`src/rtl/extirq_pkg.sv`:
```
package extirq_pkg;

   localparam int NUM_LINES = 3;
   localparam int FIELD_W   = 8;
   localparam int WORD_W    = 32;

   // Trigger code: bit 1 selects edge, bit 0 selects inverted polarity
   typedef enum logic [1:0] {
      TRIG_HIGH = 2'b00,
      TRIG_LOW  = 2'b01,
      TRIG_RISE = 2'b10,
      TRIG_FALL = 2'b11
   } trig_e;

   typedef struct packed {
      trig_e trig;
      logic  en;
      logic  fast;
   } ctl_t;

   // Field bit positions
   localparam int B_PEND = 0;
   localparam int B_FAST = 4;
   localparam int B_EN   = 5;
   localparam int B_TRIG = 6;

   // Separate-register addresses, one per line
   localparam logic [11:0] LINE_OFS [NUM_LINES] = '{12'h000, 12'h328, 12'h32C};

endpackage

```
`src/rtl/extirq_sampler.sv`:
```
module extirq_sampler
   import extirq_pkg::*;
#(
   parameter int SYNC_STAGES = 2
) (
   input  logic  clk,
   input  logic  rst_n,
   input  logic  pin,
   input  logic  stb,
   input  trig_e trig,
   output logic  edge_evt,
   output logic  level_act
);

   if (SYNC_STAGES < 2) begin : g_bad_sync
      $error("SYNC_STAGES must be at least 2");
   end

   logic [SYNC_STAGES-1:0] sync_q;
   logic                   smp_q;
   logic                   now_s;
   logic [1:0]             tcode;

   assign tcode = trig;
   assign now_s = sync_q[SYNC_STAGES-1];

   always_ff @(posedge clk or negedge rst_n) begin
      if (!rst_n) begin
         sync_q <= '0;
         smp_q  <= 1'b0;
      end else begin
         sync_q <= {sync_q[SYNC_STAGES-2:0], pin};
         if (stb) smp_q <= now_s;
      end
   end

   // Polarity-corrected: an inverted line's inactive-to-active step is a fall
   assign edge_evt  = stb & tcode[1] & (now_s ^ tcode[0]) & ~(smp_q ^ tcode[0]);
   assign level_act = smp_q ^ tcode[0];

endmodule

```
`src/rtl/extirq_field.sv`:
```
module extirq_field
   import extirq_pkg::*;
(
   input  logic               clk,
   input  logic               rst_n,
   input  logic               wr_en,
   input  logic [FIELD_W-1:0] wbyte,
   input  logic               edge_evt,
   input  logic               level_act,
   output ctl_t               ctl,
   output logic [FIELD_W-1:0] rd_byte,
   output logic               irq
);

   logic       pend_q;
   logic       clr;
   logic [1:0] tcode;

   assign clr   = wr_en & wbyte[B_PEND];
   assign tcode = ctl.trig;

   always_ff @(posedge clk or negedge rst_n) begin
      if (!rst_n) begin
         ctl    <= '0;
         pend_q <= 1'b0;
      end else begin
         if (wr_en) begin
            ctl.trig <= trig_e'(wbyte[B_TRIG+:2]);
            ctl.en   <= wbyte[B_EN];
            ctl.fast <= wbyte[B_FAST];
         end
         // a fresh edge outranks a simultaneous clear
         pend_q <= edge_evt | (pend_q & ~clr);
      end
   end

   assign rd_byte = {ctl.trig, ctl.en, ctl.fast, 3'b000, pend_q};
   assign irq     = ctl.en & (tcode[1] ? pend_q : level_act);

   // pending holds unless cleared
   p_pend_sticky_r7: assert property (@(posedge clk) disable iff (!rst_n)
      (pend_q && !clr) |=> pend_q);
   // a clear with no competing edge empties the flag
   p_w1c_clears_r9: assert property (@(posedge clk) disable iff (!rst_n)
      (clr && !edge_evt) |=> !pend_q);
   // only a detected edge can raise pending
   p_pend_needs_edge_r12: assert property (@(posedge clk) disable iff (!rst_n)
      (!pend_q && !edge_evt) |=> !pend_q);

endmodule

```
`src/rtl/extirq_regport.sv`:
```
module extirq_regport
   import extirq_pkg::*;
#(
   parameter bit SHARED_WORD = 1'b1,
   parameter int ADDR_W      = 12
) (
   input  logic                               wr,
   input  logic [ADDR_W-1:0]                  addr,
   input  logic [3:0]                         be,
   input  logic [WORD_W-1:0]                  wdata,
   input  logic [NUM_LINES-1:0][FIELD_W-1:0]  field_rd,
   output logic [NUM_LINES-1:0]               line_wr,
   output logic [NUM_LINES-1:0][FIELD_W-1:0]  line_wbyte,
   output logic [WORD_W-1:0]                  rdata
);

   if (SHARED_WORD) begin : g_shared
      logic hit;
      assign hit = (addr == '0);
      for (genvar i = 0; i < NUM_LINES; i++) begin : g_lane
         localparam int LANE = NUM_LINES - 1 - i;
         assign line_wr[i]    = wr & hit & be[LANE];
         assign line_wbyte[i] = wdata[LANE*FIELD_W +: FIELD_W];
      end
      assign rdata = hit ? {8'h00, field_rd[0], field_rd[1], field_rd[2]} : '0;
   end else begin : g_split
      logic [NUM_LINES-1:0]              hit;
      logic [NUM_LINES-1:0][WORD_W-1:0]  part;
      for (genvar i = 0; i < NUM_LINES; i++) begin : g_line
         assign hit[i]        = (addr == ADDR_W'(LINE_OFS[i]));
         assign line_wr[i]    = wr & be[0] & hit[i];
         assign line_wbyte[i] = wdata[FIELD_W-1:0];
         assign part[i]       = hit[i] ? WORD_W'(field_rd[i]) : '0;
      end
      always_comb begin
         rdata = '0;
         for (int i = 0; i < NUM_LINES; i++) rdata = rdata | part[i];
      end
   end

endmodule

```
`src/rtl/extirq_conditioner.sv`:
```
module extirq_conditioner
   import extirq_pkg::*;
#(
   parameter bit SHARED_WORD = 1'b1,
   parameter int ADDR_W      = 12,
   parameter int SLOW_DIV    = 4,
   parameter int SYNC_STAGES = 2
) (
   input  logic                 clk,
   input  logic                 rst_n,
   input  logic [NUM_LINES-1:0] ext_pin,
   input  logic                 reg_wr,
   input  logic [ADDR_W-1:0]    reg_addr,
   input  logic [3:0]           reg_be,
   input  logic [WORD_W-1:0]    reg_wdata,
   output logic [WORD_W-1:0]    reg_rdata,
   output logic [NUM_LINES-1:0] irq_req
);

   localparam int CNT_W = (SLOW_DIV > 1) ? $clog2(SLOW_DIV) : 1;

   if (ADDR_W < 12) begin : g_bad_addr
      $error("ADDR_W must reach the highest line register");
   end
   if (SLOW_DIV < 2) begin : g_bad_div
      $error("SLOW_DIV must be at least 2");
   end

   // shared prescaler for slow sampling
   logic [CNT_W-1:0] div_q;
   logic             slow_stb;

   assign slow_stb = (div_q == CNT_W'(SLOW_DIV - 1));

   always_ff @(posedge clk or negedge rst_n) begin
      if (!rst_n)        div_q <= '0;
      else if (slow_stb) div_q <= '0;
      else               div_q <= div_q + 1'b1;
   end

   logic [NUM_LINES-1:0]              line_wr;
   logic [NUM_LINES-1:0][FIELD_W-1:0] line_wbyte;
   logic [NUM_LINES-1:0][FIELD_W-1:0] field_rd;

   extirq_regport #(
      .SHARED_WORD (SHARED_WORD),
      .ADDR_W      (ADDR_W)
   ) u_regport (
      .wr         (reg_wr),
      .addr       (reg_addr),
      .be         (reg_be),
      .wdata      (reg_wdata),
      .field_rd   (field_rd),
      .line_wr    (line_wr),
      .line_wbyte (line_wbyte),
      .rdata      (reg_rdata)
   );

   for (genvar i = 0; i < NUM_LINES; i++) begin : g_line
      ctl_t ctl;
      logic edge_evt;
      logic level_act;
      logic stb;

      assign stb = ctl.fast | slow_stb;

      extirq_sampler #(.SYNC_STAGES(SYNC_STAGES)) u_smp (
         .clk       (clk),
         .rst_n     (rst_n),
         .pin       (ext_pin[i]),
         .stb       (stb),
         .trig      (ctl.trig),
         .edge_evt  (edge_evt),
         .level_act (level_act)
      );

      extirq_field u_fld (
         .clk       (clk),
         .rst_n     (rst_n),
         .wr_en     (line_wr[i]),
         .wbyte     (line_wbyte[i]),
         .edge_evt  (edge_evt),
         .level_act (level_act),
         .ctl       (ctl),
         .rd_byte   (field_rd[i]),
         .irq       (irq_req[i])
      );
   end

   // slow strobe never fires on consecutive cycles
   p_slow_spacing_r11: assert property (@(posedge clk) disable iff (!rst_n)
      slow_stb |=> !slow_stb);
   // in the split layout at most one field is written per access
   p_single_target_r4: assert property (@(posedge clk) disable iff (!rst_n)
      !SHARED_WORD |-> $onehot0(line_wr));

endmodule

```
`config.mk`:
```
export PLATFORM = sky130hd
export DESIGN_NAME = extirq_conditioner
export DESIGN_NICKNAME = d
export VERILOG_FILES = /design/src/rtl/extirq_pkg.sv /design/src/rtl/extirq_sampler.sv /design/src/rtl/extirq_field.sv /design/src/rtl/extirq_regport.sv /design/src/rtl/extirq_conditioner.sv
export SDC_FILE = /design/constraint.sdc
export NUM_CORES = 1
export LEC_CHECK = 0
export BUFFER_PORTS_ARGS = -buffer_cell sky130_fd_sc_hd__clkbuf_2
export CORE_ASPECT_RATIO = 1.25
export CORE_MARGIN = 2
export CORE_UTILIZATION = 40
export CTS_BUF_LIST = sky130_fd_sc_hd__clkbuf_2 sky130_fd_sc_hd__clkbuf_4 sky130_fd_sc_hd__clkbuf_8
export DETAILED_ROUTE_END_ITERATION = 12
export PLACE_DENSITY_LB_ADDON = 0.05
export SYNTH_ARGS = -nofsm -noshare
export SYNTH_HDL_FRONTEND = slang
export SYNTH_SLANG_ARGS = --single-unit
```
`constraint.sdc`:
```
create_clock -name clk -period 1.7 [get_ports clk]
set_input_delay 0.255 -clock clk [delete_from_list [all_inputs] [get_ports clk]]
set_output_delay 0.255 -clock clk [all_outputs]
set_load 0.01 [all_outputs]
```
==> flow_metrics.env <==
export IMPL_hold_ws_ns=-0.0160
export IMPL_grt_pass1_vias=1040
export IMPL_setup_viol=0
export IMPL_max_slew_worst_pin_slew_ns=0.629
export IMPL_synthDistinctLibCells=19
export IMPL_synth_compound_area_share_pct=4.97
export IMPL_drive_gt1_share_pct=45.3
export IMPL_ios=89
export IMPL_power_leakage_nw=0.924
export IMPL_grt_first_pass_wirelength_um=4770
export IMPL_antenna_found_initial=0
export IMPL_root_buffer="clkbuf_8"
export IMPL_clockBufferDepth=2
export IMPL_setup_tns_ns=0
export IMPL_detailed_place_hpwl_um=2170
export IMPL_synthAdderAreaFrac_pct=0.871
export IMPL_synthMuxAreaShare_pct=11.8
export IMPL_cts_tree="yes"
export IMPL_synthTopCellsByArea="dfrtp_1 (45%), mux2_2 (12%), buf_4 (10%)"
export IMPL_finalMaxSlewViolations=0
export IMPL_dieHeight_um=71
export IMPL_critPathRequiredTime_ns=1.44
export IMPL_powerDensity_mw_per_mm2=718
export IMPL_cts_buffers=3
export IMPL_cts_sinks=26
export IMPL_drtAntennaViolNets=0
export IMPL_htree_levels=1
export IMPL_synth_top_cell_area_share_pct=45.3
export IMPL_end_kind="primary output"
export IMPL_critical_path_class="in -> out"
export IMPL_nNetsFinal=237
export IMPL_pre_cts_ws_ns=0.108
export IMPL_outcome="finished, violations left"
export IMPL_power_w=0.00125
export IMPL_violations="hold timing"
export IMPL_cap_violations=0
export IMPL_cts_hold_buf=0
export IMPL_clock_skew_ns=0.00422
export IMPL_synth_avg_cell_area_um2=11.4
export IMPL_start_util_pct=41.6
export IMPL_wl_um=2710
export IMPL_firstDrtPassIters=3
export IMPL_crit_arrival_ns=1.31
export IMPL_nFillCells=350
export IMPL_maxSlewHeadroom_pct=58.1
export IMPL_r2r_end="g_line[1].u_smp.smp_q"
export IMPL_synth_seq_cells=26
export IMPL_die_area_mm2=0.00409
export IMPL_fmax_ghz=0.640
export IMPL_r2r_worst_path_cells=3
export IMPL_startpoint_type="primary input"
export IMPL_cts_setup_buffers=0
export IMPL_rr_startpoint="div_q[0]"
export IMPL_core_area_mm2=0.00345
export IMPL_synth_top_family_by_area="simple AND/OR/NAND/NOR gates"
export IMPL_cts_resized=0
export IMPL_n_antenna_cell=0
export IMPL_yosysWarnings=0
export IMPL_ys_seq_area_share_pct=45.3
export IMPL_gp_congestion=0.729
export IMPL_regArea_um2=651
export IMPL_grt_overflow=0
export IMPL_finalCritPeriodShare_pct=91.9
export IMPL_ff2ff_setup_slack_ns=0.40
export IMPL_clk_pin_slew_ns=0.09
export IMPL_multiInputGateArea_um2=684
export IMPL_fp_dieW_um=57.6
export IMPL_rsz0062_at_grt="no"
export IMPL_dr_total_vias=1021
export IMPL_period_minus_slack_ns=1.56
export IMPL_clk_latency_ns=0.27
export IMPL_setup_ws_ns=0.138
export IMPL_finalHoldViolCount=18
export IMPL_rows=24
export IMPL_yosys_area_top_type="dfrtp_1"
export IMPL_post_drt_wl_per_cell_um=12.3
export IMPL_area_growth_pct=21.3
export IMPL_syn_area_mm2=0.00144
export IMPL_synth_xor_area_share_pct=1.83
export IMPL_synthSimpleGateAreaFrac_pct=23.8
export IMPL_drcViolationCount=0
export IMPL_ir_drop_mv=0.519
export IMPL_drt_iter0_drc=25
export IMPL_vias_per_cell=4.64
export IMPL_grt_total_usage_pct=14.7
export IMPL_grt_start_max_net_pins=27
export IMPL_synth_cells=126
export IMPL_path_max_fanout=15
export IMPL_holdCritPathClass="in -> async"
export IMPL_port_buffers=53
## kinds of logic after synthesis
logic type / count (synthesis)
fa+ha+maj: 1
simple gates: 47
other cells: 1
xor+xnor: 3
compound gates: 12
mux: 15
buf+inv: 21
flops: 26
## how the worst max path moves through the flow
| stage | cells after the start | to | start |
|---|---|---|---|
| 2_1_floorplan | 4 | reg_rdata[12] | reg_addr[1] |
| 3_3_place_gp | 5 | reg_rdata[16] | reg_addr[8] |
| 3_5_place_dp | 5 | reg_rdata[16] | reg_addr[1] |
| 4_1_cts | 5 | reg_rdata[6] | reg_addr[1] |
| 5_1_grt | 5 | reg_rdata[0] | reg_addr[1] |
| 6_report | 5 | reg_rdata[0] | reg_addr[1] |
## per-stage QoR
stage	hold slack (ns)	instance area (µm²)	utilization (%)	std cells
finish	-0.0160	1740	50.5	220
global route	0.0392	1740	50.5	220
CTS	0.0154	1740	50.5	220
detailed placement	0.319	1670	48.4	216
global placement	0.308	1670	48.4	216
floorplan	-0.0406	1500	-	142
## routing by layer
layer	GRT usage, %	vias up	routed length (µm)
li1	-	509	-
met1	17.2	479	1020
met2	26.9	29	1530
met3	2.01	4	114
met4	5.43	0	36
met5	0	-	0
## flip-flops by register name, indices dropped and copies added, names as in the netlist
| register | count |
|---|---|
| div_q | 2 |
| g_line.u_fld.ctl | 6 |
| g_line.u_fld.pend_q | 3 |
| g_line.u_fld.tcode | 6 |
| g_line.u_smp.smp_q | 3 |
| g_line.u_smp.sync_q | 6 |
## cell usage in the layout (no fill, tap or decap), drive strengths merged
cell,Yosys,final
bufinv,0,1
and3,4,4
dfrtp,26,26
and2,21,21
mux2,15,15
nor4,3,3
nand2,3,3
nor2,7,7
and3b,3,3
buf,21,3
ha,1,1
clkbuf,0,56
xnor2,3,3
o21ai,6,6
nand4,6,6
conb,1,17
a21oi,3,3
o2bb2ai,3,3
## power by group
| group | internal [W] | switching (W) | leakage, nW | total (W) |
|---|---|---|---|---|
| registers | 0.000630 | 0.00000815 | 0.323 | 0.000638 |
| logic | 0.0000468 | 0.0000596 | 0.566 | 0.000106 |
| clock network | 0.000315 | 0.000192 | 0.0357 | 0.000507 |
## Yosys cell counts (all sizes together)
master	n
o2bb2ai	3
nor4	3
conb	1
mux2	15
and3b	3
dfrtp	26
xnor2	3
and2	21
buf	21
ha	1
a21oi	3
nand2	3
and3	4
nand4	6
nor2	7
o21ai	6
## critical path: stages
cell and delay [ns]:
clkbuf_2 0.10, nor4_4 0.28, and3_2 0.38, and2_1 0.17, clkbuf_2 0.13
## final cells by class
class	count	share of cell area (%)
Multi-Input combinational cell	95	39.3
Timing Repair Buffer	56	16.5
Clock inverter	1	1.72
Sequential cell	26	37.3
Tap cell	39	2.80
Clock buffer	3	2.37
Note: power is estimated with default switching activity, not from simulation.
